## config.mk

```make
export PLATFORM = sky130hd
export DESIGN_NAME = tdm_slot_router
export DESIGN_NICKNAME = d
export VERILOG_FILES = /design/src/rtl/tdm_rtr_pkg.sv /design/src/rtl/tdm_rtr_timing.sv /design/src/rtl/tdm_rtr_regs.sv /design/src/rtl/tdm_rtr_tx.sv /design/src/rtl/tdm_rtr_rx.sv /design/src/rtl/tdm_slot_router.sv
export SDC_FILE = /design/constraint.sdc
export NUM_CORES = 1
export LEC_CHECK = 0
export BUFFER_PORTS_ARGS = -buffer_cell sky130_fd_sc_hd__buf_2
export CAP_MARGIN = 10
export CORE_MARGIN = 3
export CORE_UTILIZATION = 54
export DETAILED_ROUTE_END_ITERATION = 6
export PLACE_DENSITY = 0.84
export SETUP_SLACK_MARGIN = 0.4
export SYNTH_ARGS = -nofsm -noshare
export SYNTH_HDL_FRONTEND = slang
export SYNTH_SLANG_ARGS = --single-unit
export TNS_END_PERCENT = 5
```

## constraint.sdc

```tcl
create_clock -name clk -period 2.1 [get_ports clk]
set_input_delay 0.42 -clock clk [delete_from_list [all_inputs] [get_ports clk]]
set_output_delay 0.42 -clock clk [all_outputs]
set_load 0.02 [all_outputs]
```

## src/rtl/tdm_rtr_pkg.sv

```systemverilog
package tdm_rtr_pkg;
    localparam int BYTE_W     = 8;
    localparam int NUM_SLOTS  = 4;
    localparam int BIT_IDX_W  = $clog2(BYTE_W);
    localparam int SLOT_IDX_W = $clog2(NUM_SLOTS);
    localparam int POS_W      = BIT_IDX_W + SLOT_IDX_W;
    localparam int ADDR_W     = 2;

    localparam int CTRL_SLOT    = 1;
    localparam int BEAR_LO_SLOT = 2;
    localparam int BEAR_HI_SLOT = 3;

    localparam logic [BYTE_W-1:0] TX_BYTE_DEFAULT = '1;

    typedef enum logic [1:0] {
        TXB_OFF = 2'b00,
        TXB_LO  = 2'b01,
        TXB_HI  = 2'b10,
        TXB_BAD = 2'b11
    } txb_sel_e;

    typedef enum logic [ADDR_W-1:0] {
        RA_CTRL_TX  = 2'd0,
        RA_CONFIG   = 2'd1,
        RA_SOFT_RST = 2'd2,
        RA_BEAR_TX  = 2'd3
    } reg_addr_e;

    typedef struct packed {
        logic     rx_sel_hi;
        logic     rx_en;
        txb_sel_e tx_sel;
        logic     ctrl_tx_en;
    } cfg_t;

    localparam int CFG_W = $bits(cfg_t);

    typedef struct packed {
        logic [SLOT_IDX_W-1:0] slot;
        logic [BIT_IDX_W-1:0]  bit_idx;
    } pos_t;

    function automatic cfg_t cfg_default();
        return cfg_t'('0);
    endfunction

    function automatic logic msb_bit(input logic [BYTE_W-1:0] b,
                                     input logic [BIT_IDX_W-1:0] idx);
        return b[BIT_IDX_W'(BYTE_W-1) - idx];
    endfunction

    function automatic logic is_last_bit(input pos_t p);
        return p.bit_idx == BIT_IDX_W'(BYTE_W-1);
    endfunction
endpackage

```

## src/rtl/tdm_rtr_timing.sv

```systemverilog
module tdm_rtr_timing
    import tdm_rtr_pkg::*;
(
    input  logic clk,
    input  logic rst,
    input  logic frame_pulse,
    output pos_t cur_pos
);
    logic [POS_W-1:0] pos_q;
    logic [POS_W-1:0] pos_now;

    // The frame pulse cycle itself is position zero.
    assign pos_now = frame_pulse ? '0 : pos_q;
    assign cur_pos = pos_t'(pos_now);

    always_ff @(posedge clk) begin
        if (rst) begin
            pos_q <= '0;
        end else begin
            pos_q <= pos_now + POS_W'(1);
        end
    end
endmodule

```

## src/rtl/tdm_rtr_regs.sv

```systemverilog
module tdm_rtr_regs
    import tdm_rtr_pkg::*;
(
    input  logic              clk,
    input  logic              rst,
    input  logic              reg_wr,
    input  logic [ADDR_W-1:0] reg_addr,
    input  logic [BYTE_W-1:0] reg_wdata,
    output logic [BYTE_W-1:0] ctrl_tx_byte,
    output logic [BYTE_W-1:0] bear_tx_byte,
    output cfg_t              cfg
);
    logic soft_rst;

    assign soft_rst = reg_wr && (reg_addr_e'(reg_addr) == RA_SOFT_RST) && reg_wdata[0];

    always_ff @(posedge clk) begin
        if (rst || soft_rst) begin
            ctrl_tx_byte <= TX_BYTE_DEFAULT;
            bear_tx_byte <= TX_BYTE_DEFAULT;
            cfg          <= cfg_default();
        end else if (reg_wr) begin
            case (reg_addr_e'(reg_addr))
                RA_CTRL_TX: ctrl_tx_byte <= reg_wdata;
                RA_CONFIG:  cfg          <= cfg_t'(reg_wdata[CFG_W-1:0]);
                RA_BEAR_TX: bear_tx_byte <= reg_wdata;
                default:    ;
            endcase
        end
    end
endmodule

```

## src/rtl/tdm_rtr_tx.sv

```systemverilog
module tdm_rtr_tx
    import tdm_rtr_pkg::*;
(
    input  pos_t              cur_pos,
    input  cfg_t              cfg,
    input  logic [BYTE_W-1:0] ctrl_tx_byte,
    input  logic [BYTE_W-1:0] bear_tx_byte,
    output logic              sdout,
    output logic              sdout_oe
);
    logic [NUM_SLOTS-1:0] slot_drive;
    logic [BYTE_W-1:0]    slot_byte [NUM_SLOTS];

    for (genvar s = 0; s < NUM_SLOTS; s++) begin : g_slot
        if (s == CTRL_SLOT) begin : g_ctrl
            assign slot_drive[s] = cfg.ctrl_tx_en;
            assign slot_byte[s]  = ctrl_tx_byte;
        end else if (s == BEAR_LO_SLOT) begin : g_lo
            assign slot_drive[s] = (cfg.tx_sel == TXB_LO);
            assign slot_byte[s]  = bear_tx_byte;
        end else if (s == BEAR_HI_SLOT) begin : g_hi
            assign slot_drive[s] = (cfg.tx_sel == TXB_HI);
            assign slot_byte[s]  = bear_tx_byte;
        end else begin : g_idle
            assign slot_drive[s] = 1'b0;
            assign slot_byte[s]  = '0;
        end
    end

    always_comb begin
        sdout_oe = slot_drive[cur_pos.slot];
        sdout    = sdout_oe & msb_bit(slot_byte[cur_pos.slot], cur_pos.bit_idx);
    end
endmodule

```

## src/rtl/tdm_rtr_rx.sv

```systemverilog
module tdm_rtr_rx
    import tdm_rtr_pkg::*;
(
    input  logic              clk,
    input  logic              rst,
    input  pos_t              cur_pos,
    input  cfg_t              cfg,
    input  logic              sdin,
    output logic [BYTE_W-1:0] ctrl_rx_byte,
    output logic [BYTE_W-1:0] bear_rx_byte,
    output logic              bear_rx_valid
);
    logic [BYTE_W-1:0]     shift_q;
    logic [BYTE_W-1:0]     assembled;
    logic [SLOT_IDX_W-1:0] rx_slot;
    logic                  slot_end;

    assign assembled = {shift_q[BYTE_W-2:0], sdin};
    assign rx_slot   = cfg.rx_sel_hi ? SLOT_IDX_W'(BEAR_HI_SLOT) : SLOT_IDX_W'(BEAR_LO_SLOT);
    assign slot_end  = is_last_bit(cur_pos);

    always_ff @(posedge clk) begin
        if (rst) begin
            shift_q       <= '0;
            ctrl_rx_byte  <= '0;
            bear_rx_byte  <= '0;
            bear_rx_valid <= 1'b0;
        end else begin
            shift_q       <= assembled;
            bear_rx_valid <= 1'b0;
            if (slot_end && cur_pos.slot == SLOT_IDX_W'(CTRL_SLOT)) begin
                ctrl_rx_byte <= assembled;
            end
            if (slot_end && cfg.rx_en && cur_pos.slot == rx_slot) begin
                bear_rx_byte  <= assembled;
                bear_rx_valid <= 1'b1;
            end
        end
    end
endmodule

```

## src/rtl/tdm_slot_router.sv

```systemverilog
module tdm_slot_router
    import tdm_rtr_pkg::*;
(
    input  logic              clk,
    input  logic              rst,
    input  logic              frame_pulse,
    input  logic              sdin,
    input  logic              reg_wr,
    input  logic [ADDR_W-1:0] reg_addr,
    input  logic [BYTE_W-1:0] reg_wdata,
    output logic              sdout,
    output logic              sdout_oe,
    output logic [BYTE_W-1:0] ctrl_rx_byte,
    output logic [BYTE_W-1:0] bear_rx_byte,
    output logic              bear_rx_valid
);
    pos_t              cur_pos;
    cfg_t              cfg;
    logic [BYTE_W-1:0] ctrl_tx_byte;
    logic [BYTE_W-1:0] bear_tx_byte;

    tdm_rtr_timing u_timing (
        .clk         (clk),
        .rst         (rst),
        .frame_pulse (frame_pulse),
        .cur_pos     (cur_pos)
    );

    tdm_rtr_regs u_regs (
        .clk          (clk),
        .rst          (rst),
        .reg_wr       (reg_wr),
        .reg_addr     (reg_addr),
        .reg_wdata    (reg_wdata),
        .ctrl_tx_byte (ctrl_tx_byte),
        .bear_tx_byte (bear_tx_byte),
        .cfg          (cfg)
    );

    tdm_rtr_tx u_tx (
        .cur_pos      (cur_pos),
        .cfg          (cfg),
        .ctrl_tx_byte (ctrl_tx_byte),
        .bear_tx_byte (bear_tx_byte),
        .sdout        (sdout),
        .sdout_oe     (sdout_oe)
    );

    tdm_rtr_rx u_rx (
        .clk           (clk),
        .rst           (rst),
        .cur_pos       (cur_pos),
        .cfg           (cfg),
        .sdin          (sdin),
        .ctrl_rx_byte  (ctrl_rx_byte),
        .bear_rx_byte  (bear_rx_byte),
        .bear_rx_valid (bear_rx_valid)
    );
endmodule

```

==> impl_metrics.tcl <==
set metrics [dict create \
    status "finished, violations left" \
    violations "negative setup slack" \
    ctsHoldBuffers 0 \
    io_buffer_count 33 \
    start_kind "register" \
    core_sq_um 3416 \
    cts_tree "done" \
    drt.antenna.violating_nets 0 \
    netlist_area_sq_um 1948 \
    fillers 274 \
    ir_drop_mv 0.5386 \
    htree_levels 2 \
    first_global_vias 1380 \
    tightestPinTransition_ps 931.7 \
    hold_path_end "u_regs.ctrl_tx_byte[6]$_SDFFE_PP1P_" \
    reg2reg_depth 8 \
    netlist.area_leader.share_pct 51.38 \
    gp_congestion 0.8146 \
    clock-sinks 50 \
    vias_per_cell 5.396 \
    cp-startpoint "u_timing.pos_q[4]$_SDFF_PP0_" \
    synth.ff_latch_count 50 \
    drv_slew 0 \
    area_growth_pct 22.35 \
    holdPathStages 3 \
    min_period_ps 2400 \
    r2r-end "u_rx.ctrl_rx_byte[4]$_SDFFE_PP0P_" \
    drive_gt1_share_pct 29.96 \
    dieArea_sq_um 4365 \
    avgSynthCellArea_sq_um 9.457 \
    critPathSlowestCell "mux4_2" \
    final.period_utilization_pct 114.3 \
    r2r_start "u_timing.pos_q[0]$_SDFF_PP0_" \
    power.leakage_nw 1.030 \
    worstHoldPathType "in2reg" \
    grt_max_degree 32 \
    wl_microns 3912 \
    synth_nets 223 \
    antenna_found_initial 0 \
    num_vias 1581 \
    dieWidth_microns 66.07 \
    firstDrtPassIters 5 \
    overflow 0 \
    first_iter_violations 94 \
    diodes 0 \
    placementRows 21 \
    reg2reg_setup_slack_ps 410 \
    insertion_delay_ps 350 \
    drcViolationCount 0 \
    slowest_delay_ps 470 \
    syn_inst 206 \
    clock-root-buffer "clkbuf_4" \
    crit_required_ps 1680 \
    hp-start "reg_wdata[6]" \
    yosysWarnings 0 \
    ys_seq_area_share_pct 51.38 \
    layout_common_cells "dfxtp_1 (47), nand2_1 (33), buf_2 (31)" \
    hold_viol_final 0 \
    maxCapViolations 0 \
    avgRoutedWirePerCell_microns 13.35 \
    max_freq_mhz 416.7 \
    power_density_nw_per_um2 637.6 \
    yosysTopAreaCell "dfxtp_1" \
    setup_viol 1 \
    crit_type "reg2out" \
    grt_pass1_wl_microns 6216 \
    yosysUniqueCellTypes 27 \
    synth.area.top_cells "dfxtp_1 (51%), mux2i_1 (11%), nand2_1 (6.4%)" \
    clock_skew_ps 4.641 \
    grt_setup_unrepaired "yes" \
    place_hpwl_microns 2732 \
    final_common_cell "dfxtp_1" \
    boundaryPins 34 \
    nNetsFinal 264 \
    start_util_pct 57.03 \
    setup_ws_ps -299.6 \
    holdWs_ps 286.9 \
    end_kind "primary output" \
    cts_max_path_buffers 2 \
    grt_usage_pct 18.49 \
    cts_buffers 5 \
    critical_path.max_fanout 7 \
    design_area_sq_um 2384 \
    cp.arrival_ps 1980 \
    dieHeight_microns 66.07 \
    dpl_cell_area_sq_um 2221 \
    pre_cts_ws_ps -15.53 \
    critical_path.cell_chain "buf_4 -> a22oi_1 -> a21oi_1 -> mux4_2 -> and2_4 -> buf_6" \
    relSlewSlack_pct 37.66 \
    clk_pin_slew_worst_paths_ps 140 \
]
## sequential cells by signal, summed over array words and instances (netlist names)
name and flops:
u_regs.bear_tx_byte 8, u_regs.ctrl_tx_byte 8, u_rx.bear_rx_byte 8, u_rx.ctrl_rx_byte 8, u_rx.shift_q 7, u_regs.cfg 5
u_timing.pos_q 5, u_rx.bear_rx_valid 1
## synth_stat cells
| cell | instances |
|---|---|
| nor2_1 | 25 |
| nor2b_4 | 1 |
| buf_6 | 2 |
| nand3b_1 | 2 |
| and2_1 | 1 |
| a221oi_1 | 4 |
| and3_1 | 1 |
| buf_2 | 3 |
| mux4_2 | 1 |
| o22ai_1 | 1 |
| nor3_4 | 1 |
| mux2i_1 | 21 |
| nor3_1 | 2 |
| nand3_1 | 19 |
| dfxtp_1 | 50 |
| or2_1 | 1 |
| nand2_1 | 33 |
| nor2b_1 | 12 |
| a22oi_1 | 5 |
| nor3b_1 | 2 |
| xor2_1 | 3 |
| nor4_1 | 1 |
| or3b_2 | 1 |
| clkbuf_1 | 6 |
| ha_1 | 2 |
| nand2b_1 | 2 |
| a21oi_1 | 4 |
## per-stage QoR
stage,util (%),setup TNS [ps],power (mW),cells
after floorplan,-,0,1.074,206
after global placement,65.02,0,1.116,285
after detailed placement,65.02,-15.53,1.120,285
after CTS,68.61,-269.4,1.522,293
after global routing,69.78,-391.4,1.576,293
final,69.78,-299.6,1.520,293
## cell type report
cell class              count  area (sq um)  share of cell area, %
flip-flops and latches     50          1010                  42.36
multi-input cells         145         984.7                  41.31
repair buffers             45         279.0                  11.71
clock inverters             2         15.01                 0.6299
well taps                  46         57.56                  2.415
clock buffers               5         37.54                  1.575
## metal layers
metal	routed length, microns	vias to the layer above	track usage (%)
met5	0	-	0
li1	-	784	-
met3	184	6	3.061
met2	1858	49	29.29
met1	1821	742	25.54
met4	47	0	6.345
## critical path: cells and delay by family (launching register included)
family                 cells  cell delay [ps]
AO/OA/AOI/OAI              2              330
buffers and inverters      2              280
flip-flops                 1              380
multiplexers               1              470
AND/OR/NAND/NOR            1              150
## power by group
group	internal (mW)	total (mW)	switching, mW	leakage [nW]
clock	0.124	0.412	0.288	0.0233
combinational	0.0517	0.116	0.0642	0.599
sequential	0.972	0.992	0.0199	0.408
## what timing repair did
| item | in CTS | in global routing |
|---|---|---|
| buffers inserted | 1 | 0 |
| endpoints found under the hold margin | 0 | 0 |
| resized for setup | 18 | 8 |
| endpoints found under the setup margin | 18 | 18 |
| pin swaps | 5 | 7 |
## cell families after synthesis
| family | Yosys count | synth area share, % |
|---|---|---|
| xor+xnor | 3 | 1.349 |
| flops | 50 | 51.38 |
| simple gates | 104 | 25.88 |
| compound gates | 14 | 5.074 |
| mux | 22 | 11.95 |
| buf+inv | 11 | 3.082 |
| fa+ha+maj | 2 | 1.284 |
## how the worst max path moves through the flow
stage	slack (ps)	endpoint	cells after the start
finish	-300	sdout	6
global route	-390	sdout	6
CTS	-270	sdout	6
detailed placement	-20	sdout	7
global placement	20	sdout	7
floorplan	140	sdout	7
(Power assumes the default switching activity.)
